## config.mk

```make
export PLATFORM = sky130hd
export DESIGN_NAME = vomux_top
export DESIGN_NICKNAME = d
export VERILOG_FILES = /design/src/rtl/vomux_pkg.sv /design/src/rtl/vomux_capture.sv /design/src/rtl/vomux_serializer.sv /design/src/rtl/vomux_drive.sv /design/src/rtl/vomux_top.sv
export SDC_FILE = /design/constraint.sdc
export NUM_CORES = 1
export LEC_CHECK = 0
export BUFFER_PORTS_ARGS = -buffer_cell sky130_fd_sc_hd__buf_2
export CAP_MARGIN = 25
export CORE_MARGIN = 4
export CORE_UTILIZATION = 50
export CTS_CLUSTER_DIAMETER = 150
export DETAILED_ROUTE_END_ITERATION = 7
export MAX_ROUTING_LAYER = met4
export PLACE_DENSITY = 0.76
export SYNTH_ARGS = -nofsm -noshare
export SYNTH_HDL_FRONTEND = slang
export SYNTH_SLANG_ARGS = --single-unit
```

## constraint.sdc

```tcl
create_clock -name clk -period 1.78 [get_ports clk]
set_clock_uncertainty 0.15 [all_clocks]
set_input_delay 0.178 -clock clk [delete_from_list [all_inputs] [get_ports clk]]
set_output_delay 0.178 -clock clk [all_outputs]
set_load 0.1 [all_outputs]
```

## src/rtl/vomux_pkg.sv

```systemverilog
package vomux_pkg;
  typedef enum logic [1:0] {
    FMT_RSV = 2'b00,
    FMT_SER = 2'b01,
    FMT_YC  = 2'b10,
    FMT_SEP = 2'b11
  } fmt_e;

  typedef enum logic [1:0] {
    SL_IDLE   = 2'd0,
    SL_FIRST  = 2'd1,
    SL_SECOND = 2'd2
  } slot_e;
endpackage

```

## src/rtl/vomux_capture.sv

```systemverilog
module vomux_capture #(
  parameter int DW = 13
) (
  input  logic          clk,
  input  logic          rst_n,
  input  logic          take,
  input  logic          in_sync,
  input  logic [DW-1:0] in_luma,
  input  logic [DW-1:0] in_cb,
  input  logic [DW-1:0] in_cr,
  input  logic [DW-1:0] in_key,
  output logic          s1_load,
  output logic          s1_lock,
  output logic [DW-1:0] s1_luma,
  output logic [DW-1:0] s1_cb,
  output logic [DW-1:0] s1_cr,
  output logic [DW-1:0] s1_chroma,
  output logic [DW-1:0] s1_key
);
  logic          sync_prev;
  logic          s1_even;
  logic [DW-1:0] held_cr;
  logic          fall;
  logic          next_even;

  // a low sync after a high one marks the pair-start sample
  assign fall      = sync_prev & ~in_sync;
  assign next_even = fall | ~s1_even;

  always_ff @(posedge clk or negedge rst_n) begin
    if (!rst_n) begin
      sync_prev <= 1'b0;
      s1_even   <= 1'b1;
      s1_lock   <= 1'b0;
      s1_load   <= 1'b0;
      held_cr   <= '0;
      s1_luma   <= '0;
      s1_cb     <= '0;
      s1_cr     <= '0;
      s1_chroma <= '0;
      s1_key    <= '0;
    end else begin
      s1_load <= take;
      if (take) begin
        sync_prev <= in_sync;
        s1_even   <= next_even;
        if (fall) s1_lock <= 1'b1;
        s1_luma   <= in_luma;
        s1_cb     <= in_cb;
        s1_cr     <= in_cr;
        s1_key    <= in_key;
        // pair chroma comes only from the pair-start sample
        s1_chroma <= next_even ? in_cb : held_cr;
        if (next_even) held_cr <= in_cr;
      end
    end
  end


  lock_sticky_chk: assert property (@(posedge clk) disable iff (!rst_n)
    s1_lock |=> s1_lock);
endmodule

```

## src/rtl/vomux_serializer.sv

```systemverilog
module vomux_serializer
  import vomux_pkg::*;
#(
  parameter int DW  = 13,
  parameter int PAD = 1
) (
  input  logic          clk,
  input  logic          rst_n,
  input  logic [1:0]    fmt,
  input  logic          in_valid,
  output logic          in_ready,
  output logic          take,
  input  logic          s1_lock,
  input  logic [DW-1:0] s1_luma,
  input  logic [DW-1:0] s1_chroma,
  input  logic [DW-1:0] s1_key,
  output logic          ser_vld,
  output logic [DW-1:0] ser_word,
  output logic [DW-1:0] ser_key
);
  localparam int NSTG = PAD + 1;

  slot_e         slot;
  logic          pv [NSTG];
  logic [DW-1:0] pw [NSTG];
  logic [DW-1:0] pk [NSTG];

  assign in_ready = (fmt != FMT_SER) || (slot != SL_FIRST);
  assign take     = in_valid && in_ready;

  always_ff @(posedge clk or negedge rst_n) begin
    if (!rst_n) begin
      slot <= SL_IDLE;
    end else if (take) begin
      slot <= SL_FIRST;
    end else if (slot == SL_FIRST) begin
      slot <= SL_SECOND;
    end else begin
      slot <= SL_IDLE;
    end
  end

  // word generator: chroma in the first slot, luma in the second
  always_ff @(posedge clk or negedge rst_n) begin
    if (!rst_n) begin
      pv[0] <= 1'b0;
      pw[0] <= '0;
      pk[0] <= '0;
    end else begin
      pv[0] <= (slot != SL_IDLE) && s1_lock;
      pw[0] <= (slot == SL_FIRST) ? s1_chroma : s1_luma;
      pk[0] <= s1_key;
    end
  end

  // padding stages that equalise the single-stream latency
  for (genvar k = 1; k < NSTG; k++) begin : g_pad
    always_ff @(posedge clk or negedge rst_n) begin
      if (!rst_n) begin
        pv[k] <= 1'b0;
        pw[k] <= '0;
        pk[k] <= '0;
      end else begin
        pv[k] <= pv[k-1];
        pw[k] <= pw[k-1];
        pk[k] <= pk[k-1];
      end
    end
  end

  assign ser_vld  = pv[NSTG-1];
  assign ser_word = pw[NSTG-1];
  assign ser_key  = pk[NSTG-1];


  ser_ready_gap_chk: assert property (@(posedge clk) disable iff (!rst_n)
    (fmt == FMT_SER && take) |=> (fmt != FMT_SER || !in_ready));
endmodule

```

## src/rtl/vomux_drive.sv

```systemverilog
module vomux_drive
  import vomux_pkg::*;
#(
  parameter int DW = 13
) (
  input  logic          clk,
  input  logic          rst_n,
  input  logic [1:0]    fmt,
  input  logic          s1_load,
  input  logic          s1_lock,
  input  logic [DW-1:0] s1_luma,
  input  logic [DW-1:0] s1_cb,
  input  logic [DW-1:0] s1_cr,
  input  logic [DW-1:0] s1_chroma,
  input  logic [DW-1:0] s1_key,
  input  logic          ser_vld,
  input  logic [DW-1:0] ser_word,
  input  logic [DW-1:0] ser_key,
  output logic [DW-1:0] w_data,
  output logic [DW-1:0] x_data,
  output logic [DW-1:0] y_data,
  output logic [DW-1:0] z_data,
  output logic          out_valid
);
  logic          nv;
  logic [DW-1:0] nw, nx, ny, nz;

  always_comb begin
    case (fmt)
      FMT_SER: begin
        nv = ser_vld;
        nw = ser_word;
        nx = '0;
        ny = '0;
        nz = ser_key;
      end
      FMT_YC: begin
        nv = s1_load && s1_lock;
        nw = s1_luma;
        nx = s1_chroma;
        ny = '0;
        nz = s1_key;
      end
      default: begin
        nv = s1_load && s1_lock;
        nw = s1_luma;
        nx = s1_cb;
        ny = s1_cr;
        nz = s1_key;
      end
    endcase
    if (!nv) begin
      nw = '0;
      nx = '0;
      ny = '0;
      nz = '0;
    end
  end

  always_ff @(posedge clk or negedge rst_n) begin
    if (!rst_n) begin
      out_valid <= 1'b0;
      w_data    <= '0;
      x_data    <= '0;
      y_data    <= '0;
      z_data    <= '0;
    end else begin
      out_valid <= nv;
      w_data    <= nw;
      x_data    <= nx;
      y_data    <= ny;
      z_data    <= nz;
    end
  end


  yc_y_zero_chk: assert property (@(posedge clk) disable iff (!rst_n)
    ($past(fmt) == FMT_YC) |-> (y_data == '0));


  ser_xy_zero_chk: assert property (@(posedge clk) disable iff (!rst_n)
    ($past(fmt) == FMT_SER) |-> (x_data == '0 && y_data == '0));
endmodule

```

## src/rtl/vomux_top.sv

```systemverilog
module vomux_top #(
  parameter int DW  = 13,
  parameter int PAD = 1
) (
  input  logic          clk,
  input  logic          rst_n,
  input  logic [1:0]    cfg_fmt,
  input  logic          oe_n,
  input  logic          in_sync,
  input  logic          in_valid,
  output logic          in_ready,
  input  logic [DW-1:0] in_luma,
  input  logic [DW-1:0] in_cb,
  input  logic [DW-1:0] in_cr,
  input  logic [DW-1:0] in_key,
  output logic [DW-1:0] w_data,
  output logic [DW-1:0] x_data,
  output logic [DW-1:0] y_data,
  output logic [DW-1:0] z_data,
  output logic          out_valid,
  output logic          w_oe,
  output logic          x_oe,
  output logic          y_oe,
  output logic          z_oe
);
  logic          take;
  logic          s1_load, s1_lock;
  logic [DW-1:0] s1_luma, s1_cb, s1_cr, s1_chroma, s1_key;
  logic          ser_vld;
  logic [DW-1:0] ser_word, ser_key;

  vomux_serializer #(.DW(DW), .PAD(PAD)) u_ser (
    .clk(clk), .rst_n(rst_n), .fmt(cfg_fmt),
    .in_valid(in_valid), .in_ready(in_ready), .take(take),
    .s1_lock(s1_lock), .s1_luma(s1_luma), .s1_chroma(s1_chroma), .s1_key(s1_key),
    .ser_vld(ser_vld), .ser_word(ser_word), .ser_key(ser_key)
  );

  vomux_capture #(.DW(DW)) u_cap (
    .clk(clk), .rst_n(rst_n), .take(take), .in_sync(in_sync),
    .in_luma(in_luma), .in_cb(in_cb), .in_cr(in_cr), .in_key(in_key),
    .s1_load(s1_load), .s1_lock(s1_lock),
    .s1_luma(s1_luma), .s1_cb(s1_cb), .s1_cr(s1_cr),
    .s1_chroma(s1_chroma), .s1_key(s1_key)
  );

  vomux_drive #(.DW(DW)) u_drv (
    .clk(clk), .rst_n(rst_n), .fmt(cfg_fmt),
    .s1_load(s1_load), .s1_lock(s1_lock),
    .s1_luma(s1_luma), .s1_cb(s1_cb), .s1_cr(s1_cr),
    .s1_chroma(s1_chroma), .s1_key(s1_key),
    .ser_vld(ser_vld), .ser_word(ser_word), .ser_key(ser_key),
    .w_data(w_data), .x_data(x_data), .y_data(y_data), .z_data(z_data),
    .out_valid(out_valid)
  );

  // per-port drive enables stand in for pad tri-state control
  assign w_oe = ~oe_n;
  assign x_oe = ~oe_n;
  assign y_oe = ~oe_n;
  assign z_oe = ~oe_n;
endmodule

```

# Word level (Yosys, flattened, before mapping)

Cells that the tools add are included.
Widths: inputs -> output; s select.

Muxes and demuxes: 13
Reductions and logical operators: 8
Equal/unequal tests: 5
Bitwise gates (word level): 5

Operators with widths:

| kind               | number |
|---|---|
| $mux 13            | 9 |
| $pmux 13 s2        | 1 |
| $eq 2x1->1 const B | 2 |
| $mux 2             | 2 |
| $ne 2x1->1 const B | 2 |
| $reduce_and 2->1   | 2 |
| $logic_and 1x1->1  | 3 |
| $not 1->1          | 3 |
| $eq 2x2->1 const B | 1 |
| $reduce_bool 2->1  | 1 |
| $reduce_or 2->1    | 1 |
| $and 1x1->1        | 1 |
| $logic_or 1x1->1   | 1 |
| $mux 1             | 1 |
| $or 1x1->1         | 1 |

Register bits after elaboration: 191
Output and inout port bits: 58
Logic and storage cells: 53
Input bits: 59

# Longest topological paths before layout

Word-level depth: 4
Gate-level depth with buffers: 8
Mapped depth without buffers: 6

# By module

A second synthesis with hierarchy kept.

Cell total of the unflattened synthesis: 523
Area total of the unflattened synthesis: 7,422.1 µm²

Modules (own cells, without submodules):

| module           | times used | area each (µm²) | cells each |
|---|---|---|---|
| vomux_capture    | 1          | 3,233.1         | 220 |
| vomux_drive      | 1          | 2,314.7         | 195 |
| vomux_serializer | 1          | 1,848.0         | 104 |
| vomux_top        | 1          | 26.3            | 4 |

# Worst setup path before layout

Ideal clock, no wire load.

Path type: reg-to-reg
Start point: register u_ser.slot[0]
End point: register u_cap.s1_chroma[10]
Buffers on the path: 1
Slack: -0.325 ns
Required time: 1.547 ns
Arrival time: 1.871 ns
Stages on the path, launching flop included: 5
Cell sequence: dfrtp_1 > nand3b_4 > clkbuf_1 > a21oi_1 > a31oi_1

Cells in the longest elaborated chain, start to end: 3

RTL lines:

| element                | RTL line               | text |
|---|---|---|
| from (decl)            | vomux_serializer.sv:23 | `slot_e slot;` |
| from (signal assigned) | vomux_serializer.sv:33 | `slot <= SL_IDLE;` |
| from (signal assigned) | vomux_serializer.sv:35 | `slot <= SL_FIRST;` |
| from (signal assigned) | vomux_serializer.sv:37 | `slot <= SL_SECOND;` |
| $ne 2x1->1             | vomux_serializer.sv:28 | `assign in_ready = (fmt != FMT_SER) \|\| (slot != SL_FIRST);` |
| $logic_or 1x1->1       | vomux_serializer.sv:28 |  |
| net in_ready           | vomux_top.sv:11        | `output logic in_ready,` |
| $logic_and 1x1->1      | vomux_serializer.sv:29 | `assign take = in_valid && in_ready;` |
| to (signal assigned)   | vomux_capture.sv:53    | `s1_chroma <= next_even ? in_cb : held_cr;` |
| to (decl)              | vomux_capture.sv:17    | `output logic [DW-1:0] s1_chroma,` |

The timed path passes the listed nets, and every way through them passes these cells.
A chain may end at the register's enable or synchronous reset.

# Worst setup path in the final report

Start point: register u_ser.slot[1]
End point: output in_ready

Cells in the longest elaborated chain, start to end: 2

RTL lines:

| element          | RTL line |
|---|---|
| $ne 2x1->1       | vomux_serializer.sv:28 |
| $logic_or 1x1->1 | vomux_serializer.sv:28 |
| to (decl)        | vomux_top.sv:11 |

No other way between the ends.

==> impl_metrics.ini <==
[yosys]
synth_most_common_cell = dfrtp_1
yosys.area.top_type = dfrtp_1
yosysTopAreaCellShare = 0.665
synthCells = 477
ys_warn_count = 0
yosysSeqAreaShare = 0.668
synth_nets = 538
synth_common_cells = 189 x dfrtp_1, 52 x mux2_4, 27 x mux2_2, 27 x nor2_1
syn_avg_cell_area_um2 = 14.9
synth-seq-cells = 190
synthFlopType = dfrtp_1
async_reset_ff_frac = 1.00
ys_types = 26
synth_area_mm2 = 0.00712
synthTopCellsByArea = dfrtp_1 66%, mux2_4 11%, mux2_2 4.3%
synth-edff-count = 0

[placed_design]
gp_congestion = 0.767
dpl.hpwl_um = 9340
pre_cts_ws_ns = 0.0600
io_buffers = 116

[power_and_ir_drop]
p_int_mw = 7.86
p_sw_frac = 0.314
clkPwrFrac = 0.331
combinationalPowerShare = 0.212
vdd_ir_drop_max_mv = 0.603
power.leakage_nw = 4.44
p_per_area_mw_per_mm2 = 1260
p_switching_mw = 3.59
seqPwrFrac = 0.457

[die]
die_area_mm2 = 0.0162
num_io_pins = 117
fp.dieH_um = 127
die_w_um = 127
core_area_mm2 = 0.0139
row_count = 43
initial_core_util = 0.511

[grt]
grt_usage = 0.194
grt_max_degree = 58
first_global_vias = 4567
antenna_found_initial = 0
globalRouteOverflowTotal = 0
grt_pass1_wl_um = 23600

[route]
drt_iter0_drc = 252
routed_wl_um = 14200
drt.antenna.violating_nets = 0
wl_per_cell_um = 16.8
drc_errors = 0
dr.pass1.iters = 4
routed_via_density = 5.03
num_vias = 4247

[min_path]
hold_path_class = primary input to async pin

[sta]
fmaxAchievable_mhz = 583
slew_viol_final = 0
min_period_over_period = 0.963
setup_slack_ns = 0.0652
rsz0062_at_grt = false
relSlewSlack = 0.658
period_needed_ns = 1.71
hold_viol_final = 0
setup_tns_ns = 0
tightestPinTransition_ns = 0.516
setup_violations = 0

[clock_tree]
cts_buffer_depth = 2
cts_tree = built
cts_buffers = 17
clkLatencyLatePin_ns = 0.43
cts-root-buf = clkbuf_16
path_clk_slew_ns = 0.07
cts.htree.levels = 4
clkSinkCount = 190
postCtsSetupBuffers = 0

[finish]
area_delta_synth_final_pct = 28.2
layout.nets = 713
diodes = 0
drive_gt1_frac = 0.373

[worst_setup_path]
critPathKind = flop to output pin
end_kind = output pin
crit_fanout = 9
critPathArrivalTime_ns = 1.39
required_ns = 1.45
critPathLaunchType = flop

[run]
cap_viol_max_count = 0

[outcome]
status = finished clean
==> timing repair <==
item / 4_1_cts / 5_1_grt
hold buffers: 55 / 0
setup endpoints to repair: 0 / 1
gates resized for setup: 0 / 1
endpoints found under the hold margin: 269 / 0
==> kinds of logic after synthesis <==
family                   synth area share
adder cells (fa/ha/maj)           0.00352
multiplexers                        0.189
AND/OR/NAND/NOR                    0.0630
flip-flops                          0.668
buffers and inverters              0.0317
AO/OA/AOI/OAI                      0.0445
==> critical path: stages (launching register included) <==
cell and delay, ns:
dfrtp_1 0.40, nand3b_4 0.22, buf_6 0.17, buf_12 0.16
==> cell type report <==
cell class	instances	area (um2)
clock buffers	19	443
clock inverters	13	150
fillers	961	4820
inverters	5	18.8
multi-input cells	250	2140
flip-flops and latches	190	4760
well taps	180	225
repair buffers	188	1390
==> worst paths after layout <==
| path | start | end | slack (ns) | cells after the start |
|---|---|---|---|---|
| setup / recovery | u_ser.slot[1] | in_ready | 0.07 | 3 |
| max in group asynchronous | rst_n | u_drv.x_data[8] | 0.79 | 3 |
| hold / removal | rst_n | u_drv.y_data[1] | 0.09 | 2 |
| min in group clk | u_ser.pk[22] | u_ser.ser_key[9] | 0.20 | 0 |
| hold reg to reg | u_ser.pk[22] | u_ser.ser_key[9] | 0.20 | 0 |
| setup reg to reg | u_ser.slot[0] | u_cap.s1_luma[12] | 0.13 | 4 |
==> state kept, by name, indices dropped and copies added (netlist names) <==
register         count
u_drv.out_valid      1
u_cap.s1_cr         13
u_ser.pk            13
u_ser.ser_vld        1
u_drv.z_data        13
u_drv.w_data        13
u_ser.pw            13
u_drv.x_data        13
u_ser.pv             1
u_cap.s1_key        13
u_ser.ser_word      13
u_cap.s1_luma       13
u_drv.y_data        13
u_cap.s1_even        1
u_cap.sync_prev      1
u_cap.s1_chroma     13
u_ser.ser_key       13
u_ser.slot           2
u_cap.s1_lock        1
u_cap.held_cr       13
u_cap.s1_cb         13
==> metal layers <==
| metal | up-vias | GRT usage | routed length [um] | share of wire |
|---|---|---|---|---|
| li1 | 1993 | - | - | - |
| met2 | 105 | 0.303 | 7000 | 0.49 |
| met1 | 2124 | 0.251 | 6260 | 0.44 |
| met4 | 0 | 0.0776 | 302 | 0.021 |
| met3 | 25 | 0.0401 | 594 | 0.042 |
| met5 | - | - | 0 | 0 |
==> cell usage in the layout, fill, tap and decap left out, types with 5 or more instances in the layout <==
master         Yosys  final
mux2_2            27     27
dfrtp_1          189    189
nand2_1           15     15
and3_1            13     13
buf_12             0      9
nand3_1           13     13
o21ai_0           14     14
buf_4              5      8
dlygate4sd3_1      0     55
inv_6              0      6
nand3b_1          13     13
inv_1              5      5
a31oi_1           13     13
nor2_1            27     27
clkbuf_16          0     17
mux2_4            52     52
a21oi_1           26     26
mux2i_1           26     26
buf_2              6    114
==> power groups by stage <==
stage | registers (mW) | logic [mW] | clock network (mW)
global route | 5.30 | 2.58 | 4.07
floorplan | 6.16 | 0.872 | 0
finish | 5.23 | 2.43 | 3.79
detailed placement | 5.30 | 2.35 | 0
global placement | 5.26 | 2.29 | 0
CTS | 5.22 | 2.45 | 3.86
==> stage by stage <==
stage                     utilization  hold WS [ns]  cell area [um2]  power, mW  cells
after CTS                       0.654        0.0843             9110       11.5    845
after detailed placement        0.572       -0.0153             7970       7.64    758
after global placement          0.572       -0.0239             7970       7.56    758
final                           0.654        0.0886             9120       11.5    845
after floorplan                     -        -0.268             7120       7.03    477
after global routing            0.654         0.128             9120       11.9    845
No activity file was read; power rests on OpenSTA's default activity.
